**src/rtl/sem_token_pkg.sv**
```systemverilog
package sem_token_pkg;

    typedef enum logic [1:0] {
        OWN_NONE  = 2'd0,
        OWN_LEFT  = 2'd1,
        OWN_RIGHT = 2'd2
    } owner_e;

    // want_* is set while a side wants the token, held or waiting
    typedef struct packed {
        owner_e owner;
        logic   want_l;
        logic   want_r;
    } flag_t;

    localparam flag_t FLAG_RESET = '{owner: OWN_NONE, want_l: 1'b0, want_r: 1'b0};

endpackage

```
**src/rtl/sem_port_decode.sv**
```systemverilog
module sem_port_decode #(
    parameter int NUM_SEM = 8,
    parameter int ADDR_W  = 3
) (
    input  logic               sem_n,
    input  logic               ce_n,
    input  logic               we_n,
    input  logic [ADDR_W-1:0]  addr,
    output logic               sel,
    output logic [NUM_SEM-1:0] wr_hit
);

    logic wr_act;

    always_comb begin
        sel    = ~sem_n & ce_n;
        wr_act = sel & ~we_n;
    end

    for (genvar g = 0; g < NUM_SEM; g++) begin : g_hit
        assign wr_hit[g] = wr_act && (addr == ADDR_W'(g));
    end

endmodule

```
**src/rtl/sem_flag_cell.sv**
```systemverilog
module sem_flag_cell
    import sem_token_pkg::*;
(
    input  flag_t cur,
    input  logic  wr_l,
    input  logic  d_l,
    input  logic  wr_r,
    input  logic  d_r,
    output flag_t nxt
);

    logic want_l_d;
    logic want_r_d;

    always_comb begin
        want_l_d = wr_l ? ~d_l : cur.want_l;
        want_r_d = wr_r ? ~d_r : cur.want_r;

        nxt.want_l = want_l_d;
        nxt.want_r = want_r_d;
        nxt.owner  = cur.owner;

        unique case (cur.owner)
            OWN_NONE: begin
                if (want_l_d)      nxt.owner = OWN_LEFT;
                else if (want_r_d) nxt.owner = OWN_RIGHT;
            end
            OWN_LEFT: begin
                if (!want_l_d) nxt.owner = want_r_d ? OWN_RIGHT : OWN_NONE;
            end
            OWN_RIGHT: begin
                if (!want_r_d) nxt.owner = want_l_d ? OWN_LEFT : OWN_NONE;
            end
            default: nxt.owner = OWN_NONE;
        endcase
    end

endmodule

```
**src/rtl/sem_view_mux.sv**
```systemverilog
module sem_view_mux #(
    parameter int NUM_SEM = 8,
    parameter int ADDR_W  = 3,
    parameter int DATA_W  = 16
) (
    input  logic               sel,
    input  logic [ADDR_W-1:0]  addr,
    input  logic [NUM_SEM-1:0] held_me,
    output logic [DATA_W-1:0]  rdat
);

    always_comb begin
        rdat = '0;
        if (sel) rdat = {DATA_W{~held_me[addr]}};
    end

endmodule

```
**src/rtl/sem_token_unit.sv**
```systemverilog
module sem_token_unit
    import sem_token_pkg::*;
#(
    parameter int NUM_SEM = 8,
    parameter int DATA_W  = 16,
    localparam int ADDR_W = $clog2(NUM_SEM)
) (
    input  logic              clk,
    input  logic              rst_n,
    input  logic              l_sem_n,
    input  logic              l_ce_n,
    input  logic              l_we_n,
    input  logic [ADDR_W-1:0] l_addr,
    input  logic              l_wdat,
    output logic [DATA_W-1:0] l_rdat,
    input  logic              r_sem_n,
    input  logic              r_ce_n,
    input  logic              r_we_n,
    input  logic [ADDR_W-1:0] r_addr,
    input  logic              r_wdat,
    output logic [DATA_W-1:0] r_rdat
);

    flag_t flag_q [NUM_SEM];
    flag_t flag_d [NUM_SEM];

    logic               l_sel;
    logic               r_sel;
    logic [NUM_SEM-1:0] l_hit;
    logic [NUM_SEM-1:0] r_hit;
    logic [NUM_SEM-1:0] held_l;
    logic [NUM_SEM-1:0] held_r;
    logic [NUM_SEM-1:0] pend_l;
    logic [NUM_SEM-1:0] pend_r;

    sem_port_decode #(.NUM_SEM(NUM_SEM), .ADDR_W(ADDR_W)) i_dec_l (
        .sem_n (l_sem_n),
        .ce_n  (l_ce_n),
        .we_n  (l_we_n),
        .addr  (l_addr),
        .sel   (l_sel),
        .wr_hit(l_hit)
    );

    sem_port_decode #(.NUM_SEM(NUM_SEM), .ADDR_W(ADDR_W)) i_dec_r (
        .sem_n (r_sem_n),
        .ce_n  (r_ce_n),
        .we_n  (r_we_n),
        .addr  (r_addr),
        .sel   (r_sel),
        .wr_hit(r_hit)
    );

    for (genvar g = 0; g < NUM_SEM; g++) begin : g_flag
        sem_flag_cell i_cell (
            .cur (flag_q[g]),
            .wr_l(l_hit[g]),
            .d_l (l_wdat),
            .wr_r(r_hit[g]),
            .d_r (r_wdat),
            .nxt (flag_d[g])
        );

        assign held_l[g] = (flag_q[g].owner == OWN_LEFT);
        assign held_r[g] = (flag_q[g].owner == OWN_RIGHT);
        assign pend_l[g] = flag_q[g].want_l && !held_l[g];
        assign pend_r[g] = flag_q[g].want_r && !held_r[g];
    end

    always_ff @(posedge clk or negedge rst_n) begin
        if (!rst_n) begin
            for (int i = 0; i < NUM_SEM; i++) flag_q[i] <= FLAG_RESET;
        end else begin
            for (int i = 0; i < NUM_SEM; i++) flag_q[i] <= flag_d[i];
        end
    end

    sem_view_mux #(.NUM_SEM(NUM_SEM), .ADDR_W(ADDR_W), .DATA_W(DATA_W)) i_view_l (
        .sel    (l_sel),
        .addr   (l_addr),
        .held_me(held_l),
        .rdat   (l_rdat)
    );

    sem_view_mux #(.NUM_SEM(NUM_SEM), .ADDR_W(ADDR_W), .DATA_W(DATA_W)) i_view_r (
        .sel    (r_sel),
        .addr   (r_addr),
        .held_me(held_r),
        .rdat   (r_rdat)
    );

endmodule

```
**config.mk**
```make
export PLATFORM = sky130hd
export DESIGN_NAME = sem_token_unit
export DESIGN_NICKNAME = d
export VERILOG_FILES = /design/src/rtl/sem_token_pkg.sv /design/src/rtl/sem_port_decode.sv /design/src/rtl/sem_flag_cell.sv /design/src/rtl/sem_view_mux.sv /design/src/rtl/sem_token_unit.sv
export SDC_FILE = /design/constraint.sdc
export NUM_CORES = 1
export LEC_CHECK = 0
export ABC_AREA = 1
export BUFFER_PORTS_ARGS = -buffer_cell sky130_fd_sc_hd__buf_2
export CAP_MARGIN = 10
export CORE_MARGIN = 2
export CORE_UTILIZATION = 54
export DETAILED_ROUTE_END_ITERATION = 8
export PLACE_DENSITY = 0.9
export SETUP_SLACK_MARGIN = 0.1
export SLEW_MARGIN = 20
export SYNTH_ARGS = -nofsm -noshare
export SYNTH_HDL_FRONTEND = slang
export SYNTH_SLANG_ARGS = --single-unit
```
**constraint.sdc**
```tcl
create_clock -name clk -period 2.5 [get_ports clk]
set_input_delay 0.5 -clock clk [delete_from_list [all_inputs] [get_ports clk]]
set_output_delay 0.5 -clock clk [all_outputs]
set_load 0.01 [all_outputs]
```
==> metrics.md, run 1 <==
| Metric | Value |
|---|---|
| Status | completed |
| Switching power | ~0.51 mW |
| Kind of end point of the critical path | output port |
| CTS root buffer | clkbuf_8 |
| LEAKAGE | approximately 1.3 nW |
| Int Pwr | around 0.99 mW |
| Clock latency at the later pin of the worst-skew pair | approximately 290 ps |
| Hold buffers post-CTS | 0 |
| DRT iter0 DRCs | 83 |
| Post-DP HPWL | about 3200 µm |
| Total GRT Usage | 22.1% |
| Relative slew slack | a little over half |
| Peak supply drop | roughly 0.00047 V |
| Post-CTS sizing | 0 |
| Cts bufs inserted | 5 |
| Final hold violations | 0 |
| Switching share of total power | 33.8% |
| Clock skew | approximately 4.5 ps |
| Worst hold path class | in2async |
| Starting Density | 56.2% |
| Vias per inst | between 4 and 5 |
| Pre-CTS setup slack | between 400 and 500 ps |
| Sequential fraction of the synthesis area | roughly 40% |
| Data arrival, critical path | 1640 ps |
| Min cycle time layout | between 2000 and 2500 ps |
| Die Y | between 60 and 70 µm |
| Crit path launch | flag_q[18]$_DFFE_PN0P_ |
| Mapped Area | 2040 µm² |
| CP required | ~2000 ps |
| Syn Nets | 303 |
| Count of final setup violators | 0 |
| Gpl congestion | between 0.8 and 0.9 |
| GRT overflow | 0 |
| CP max FO | 16 |
| Fmax | 0.467 GHz |
| Worst-path clk slew | around 60 ps |
| Synth warnings | 0 |
| Clock Power Share | 27.0% |
| Bufs on Longest Clock Path | 2 |
| Mapped Cells | around 290 |
| #FFs+latches synth | 32 |
| Reg with most FFs | flag_q |
| Number of I/O pins | 48 |
| Max reg flops | 32 |
| Final setup margin | around 360 ps |
| Crit Path Class | reg2out |
| Number of global-route vias before repair | between 1500 and 2000 |
| First-pass GRT wire length | 7040 µm |
| Max capacitance violation total | 0 |
| Layout cells sized above 1 | between 20% and 30% |
| FF-to-FF Start | flag_q[18]$_DFFE_PN0P_ |
| Number of port buffers | 47 |
| Die width | 65.5 µm |
| Synth Area in Compound Gates | under 10% |
| Post-synthesis mux area share | 0% |
| Mean Syn Cell Area | between 7 and 8 µm² |
| Main combinational cell family by area after synthesis | simple AND/OR/NAND/NOR gates |
| Row count | 22 |
| Fill cells | approximately 350 |
| Largest net degree at the start of global routing | 33 |
| Initial antenna violation count | 0 |
| Adder-Cell Fraction of Synth Area | 0% |
| Synth Area in XOR/XNOR | 0% |
| Startpoint types | flop |
| Least-Margin Pin Slew | about 700 ps |
| Setup TNS | 0 ps |
| Largest regs | flag_q x32 |
| RSZ-0062 raised after global routing | false |
| CTS tree | built |
| Pins Over Slew Limit | 0 |
| DRC | 0 |
| Wire per inst | approximately 11 µm |
| Crit share post-route | between 80% and 90% |
| Post-CTS Setup Repair Bufs | 0 |
| Combinational fraction of design power | between 20% and 30% |
| N_diodes | 0 |
| P&R area growth vs syn | 7.48% |
| Vias | between 1500 and 2000 |
| Distinct cell type count after synthesis | 16 |
| Post-DRT Antenna Nets | 0 |
| Core ar. | 3630 µm² |
| Power per cell area | between 600 and 700 nW/µm² |
| Drt first pass iters | 4 |
| # clock sinks | 32 |
| Post-synthesis simple-gate area fraction | a little under a third |
| Max H-tree Level | 2 |
| # nets final | between 300 and 400 |
| Die area | 4290 µm² |
| Reg power frac | approximately 45% |
| Detailed Route WL | between 4000 and 5000 µm |
[power by group through the flow]
stage | clock (mW) | sequential, mW | combinational [mW]
4_1_cts | 0.414 | 0.672 | 0.424
3_3_place_gp | 0 | 0.675 | 0.408
2_1_floorplan | 0 | 0.667 | 0.346
5_1_grt | 0.441 | 0.684 | 0.487
6_report | 0.406 | 0.673 | 0.422
3_5_place_dp | 0 | 0.681 | 0.421
[critical path, cell delays in order (launching register included)]
cell     delay [ps]
dfrtp_1         410
nor2_1          210
nand2_1         100
nand3_1         100
nor2_1           50
nor2_1          110
nor2_1           50
buf_4           160
buf_2           150
[stage by stage]
step / utilization, % / hold slack (ps) / cell area [µm²] / power [mW] / instances
2_1_floorplan: - / 204 / 2040 / 1.01 / 287
3_3_place_gp: 57.9 / 431 / 2100 / 1.08 / 352
3_5_place_dp: 57.9 / 437 / 2100 / 1.10 / 352
4_1_cts: 60.4 / 277 / 2190 / 1.51 / 360
5_1_grt: 60.4 / 306 / 2190 / 1.61 / 360
6_report: 60.4 / 254 / 2190 / 1.50 / 360
[placed cells by master, fill, tap and decap left out]
cell type and instances:
nand2_1 65, a21oi_2 12, a21oi_1 6, nand3_1 37
buf_2 47, and2_4 1, clkbuf_1 2, clkbuf_8 6
inv_2 2, nor2_1 38, nand3_2 1, nor2_4 2
nand2_2 2, and2_1 3, dfrtp_1 32, o21ai_0 2
buf_4 2, inv_1 52
[kinds of logic (layout without fill, tap and decap cells)]
group / after synthesis / in the layout
AO/OA/AOI/OAI: 20 / 20
buffers and inverters: 86 / 111
flip-flops: 32 / 32
AND/OR/NAND/NOR: 149 / 149
[worst paths after layout]
| path | end | slack [ps] | cells after the start |
|---|---|---|---|
| hold / removal | flag_q[11]$_DFFE_PN0P_ | 250 | 1 |
| setup reg to reg | flag_q[19]$_DFFE_PN0P_ | 1610 | 3 |
| setup / recovery | r_rdat[12] | 360 | 8 |
| hold reg to reg | flag_q[2]$_DFFE_PN0P_ | 440 | 1 |
| min in group clk | flag_q[2]$_DFFE_PN0P_ | 440 | 1 |
| max in group asynchronous | flag_q[3]$_DFFE_PN0P_ | 1790 | 1 |
[routing by layer]
metal	vias up	track usage [%]	wire length (µm)
li1	884	-	-
met5	-	0	0
met3	13	8.56	348
met4	0	11.2	108
met2	70	35.3	2010
met1	819	25.8	1660
[cells in the mapped netlist]
cell type	n	area (µm²)
a21oi_1	6	30.0
a21oi_2	12	105
and2_1	3	18.8
and2_4	1	8.76
buf_4	30	225
buf_6	2	22.5
dfrtp_1	32	801
inv_1	52	195
inv_2	2	7.51
nand2_1	65	244
nand2_2	2	12.5
nand3_1	37	185
nand3_2	1	10.0
nor2_1	38	143
nor2_4	2	22.5
o21ai_0	2	10.0
[layout make-up]
| cell class | count | area, µm² | share of cell area (%) |
|---|---|---|---|
| clock buffers | 8 | 90.1 | 4.11 |
| inverters | 54 | 203 | 9.24 |
| multi-input cells | 169 | 790 | 36.0 |
| flip-flops and latches | 32 | 801 | 36.5 |
| well taps | 48 | 60.1 | 2.74 |
| repair buffers | 49 | 250 | 11.4 |
(Power assumes the default switching activity.)
==> inputs of run 2 (changes only) <==
--- a/config.mk
+++ b/config.mk
@@ -12,6 +12,7 @@
 export CORE_UTILIZATION = 54
 export DETAILED_ROUTE_END_ITERATION = 8
 export PLACE_DENSITY = 0.9
+export RECOVER_POWER = 100
 export SETUP_SLACK_MARGIN = 0.1
 export SLEW_MARGIN = 20
 export SYNTH_ARGS = -nofsm -noshare
==> run 2 against run 1 <==
The run now ends with max-capacitance violations, max-slew violations left. Largest power group unchanged. Largest cell class unchanged. Core utilization down 2.0 points. Non-clock buffer count unchanged. Total power down 1.8%. Via count up 0.22%. Cell count unchanged. Clock power about the same.
==> metrics.md, run 2 (synthesized netlist as in run 1, its figures left out) <==
| Metric | Value |
|---|---|
| Clock latency at the later pin of the worst-skew pair | 290 ps (about the same) |
| Wire per inst | 11.6 µm (was 11.5 µm) |
| Max capacitance violation total | 1 (was 0) |
| First-pass GRT wire length | 7040 µm (unchanged) |
| Hold WS | 444 ps (was 254 ps) |
| Status | complete, but fails checks (was completed) |
| Pre-CTS setup slack | 450 ps (unchanged) |
| Count of final setup violators | 0 (unchanged) |
| Relative slew slack | -11.1% (was 53.3%) |
| Non-filler instance count after layout | 360 (unchanged) |
| CP required | 2000 ps (about the same) |
| GR Layer Usage met1 | 25.8% (unchanged) |
| Startpoint types | primary input (was flop) |
| GRT met3 Usage | 8.56% (unchanged) |
| CP max FO | 16 (unchanged) |
| Die area | 4290 µm² (unchanged) |
| Final setup margin | 294 ps (was 358 ps) |
| Final hold violations | 0 (unchanged) |
| Worst-path clk slew | 60 ps (about the same) |
| Gpl congestion | 0.841 (unchanged) |
| Post-DP HPWL | 3190 µm (unchanged) |
| Most common cell after layout, fill and taps aside | nand2_1 (unchanged) |
| Starting Density | 56.2% (unchanged) |
| Post-Place Cells | 352 (unchanged) |
| Fmax | 0.453 GHz (was 0.467 GHz) |
| Worst hold path class | reg2reg (was in2async) |
| Drt first pass iters | 4 (unchanged) |
| Initial antenna violation count | 0 (unchanged) |
| Fill cells | 387 (was 352) |
| Register area | 801 µm² (unchanged) |
| Max H-tree Level | 2 (unchanged) |
| Largest net degree at the start of global routing | 33 (unchanged) |
| Die width | 65.5 µm (unchanged) |
| Total GRT Usage | 22.1% (unchanged) |
| Data arrival, critical path | 1710 ps (was 1640 ps) |
| CP Cell Sequence | clkbuf_1, inv_1, nand2_1, nor2_1, nor2_1, nand2_1, nand2_1, nand2_1, nor2_1, buf_4, clkbuf_1 (was nor2_1, nand2_1, nand3_1, nor2_1, nor2_1, nor2_1, buf_4, buf_2) |
| Power per cell area | 694 nW/µm² (was 684 nW/µm²) |
| Detailed Route WL | 4160 µm (was 4130 µm) |
| Setup TNS | 0 ps (unchanged) |
| CTS tree | built (unchanged) |
| Clock skew | 4.90 ps (was 4.47 ps) |
| GRT overflow | 0 (unchanged) |
| # clock sinks | 32 (unchanged) |
| Reg with most FFs | flag_q (unchanged) |
| Pins Over Slew Limit | 33 (was 0) |
| Met2 GRT Util | 35.3% (unchanged) |
| Peak supply drop | 0.000466 V (was 0.000473 V) |
| Row count | 22 (unchanged) |
| Post-CTS Setup Repair Bufs | 0 (unchanged) |
| Layout cells sized above 1 | 14.1% (was 24.0%) |
| Most frequent cells in the layout | nand2_1 (66), inv_1 (52), nor2_1 (40), nand3_1 (37), dfrtp_1 (32) (was nand2_1 (65), inv_1 (52), buf_2 (47), nor2_1 (38), nand3_1 (37)) |
| Core ar. | 3630 µm² (unchanged) |
| Vias per inst | 4.97 (was 4.96) |
| Cts bufs inserted | 5 (unchanged) |
| Least-Margin Pin Slew | 1670 ps (was 700 ps) |
| Most Crowded Layer GR | met2 (unchanged) |
| Crit Path Class | in2out (was reg2out) |
| P&R area growth vs syn | 3.99% (was 7.48%) |
| Hold buffers post-CTS | 0 (unchanged) |
| LEAKAGE | 1.17 nW (was 1.25 nW) |
| Kind of end point of the critical path | output port (unchanged) |
| Post-CTS sizing | 0 (unchanged) |
| Post-DRT Antenna Nets | 0 (unchanged) |
| Bufs on Longest Clock Path | 2 (unchanged) |
| Slowest stage delay, CP | 200 ps (was 410 ps) |
| N_diodes | 0 (unchanged) |
| DRC | 0 (unchanged) |
| Largest regs | flag_q x32 (unchanged) |
| Vias | 1790 (was 1786) |
| Crit share post-route | 88.2% (was 85.7%) |
| Number of global-route vias before repair | 1629 (unchanged) |
| Number of port buffers | 47 (unchanged) |
| CP most frequent cell | nand2_1 (was nor2_1) |
| Max reg flops | 32 (unchanged) |
| Failing checks | max-capacitance violations, max-slew violations |
| Number of I/O pins | 48 (unchanged) |
| CP max stage cell | clkbuf_1 (was dfrtp_1) |
| # nets final | 327 (unchanged) |
| Min cycle time layout | 2210 ps (was 2140 ps) |
| Die Y | 65.5 µm (unchanged) |
| DRT iter0 DRCs | 83 (unchanged) |
| RSZ-0062 raised after global routing | false (unchanged) |
| CTS root buffer | clkbuf_8 (unchanged) |
| Area taken by multi-input logic gates | 747 µm² (was 790 µm²) |
==> run 2: changes by cell type in the layout (fill, tap and decap cells not counted), sizes merged <==
cell,before,now
clkbuf,8,30
buf,49,27
==> run 2: path summary, 6_finish.rpt <==
kind | endpoint | from | cells past startpoint | slack [ps]
max | l_rdat[12] | l_addr[0] | 11 | 290
min | flag_q[2]$_DFFE_PN0P_ | flag_q[3]$_DFFE_PN0P_ | 1 | 440
max reg2reg | flag_q[19]$_DFFE_PN0P_ | flag_q[18]$_DFFE_PN0P_ | 3 | 1610
min reg2reg | flag_q[2]$_DFFE_PN0P_ | flag_q[3]$_DFFE_PN0P_ | 1 | 440
max in group asynchronous | flag_q[3]$_DFFE_PN0P_ | rst_n | 1 | 900
min in group asynchronous | flag_q[11]$_DFFE_PN0P_ | rst_n | 1 | 630
==> run 2: layout make-up <==
type                       instances  area share [%]
sequential                        32            37.7
clock buffer                       8            4.25
timing repair buffer              49            10.4
tap                               48            2.83
multi-input combinational        169            35.2
inverter                          54            9.55
==> run 2: worst max-delay path, delay by kind of cell <==
family        cells  cell delay (ps)
simple gates      7              520
buf+inv           4              690
==> run 2: stage by stage <==
stage                     utilization (%)  cell area [µm²]  total power [mW]
final                                58.4             2120              1.47
after global placement               57.9             2100              1.08
after floorplan                         -             2040              1.01
after detailed placement             57.9             2100              1.10
after global routing                 58.4             2120              1.58
after CTS                            60.4             2190              1.51
==> run 2: power by group <==
part	total (mW)	internal, mW	switching (mW)
registers	0.671	0.619	0.0525
clock network	0.407	0.224	0.183
logic	0.395	0.135	0.260
==> run 2: layer usage <==
metal | share of wire, % | wire length (µm)
met4 | 2.8 | 116
met5 | 0 | 0
met2 | 48 | 2000
met1 | 40 | 1670
met3 | 9.1 | 379
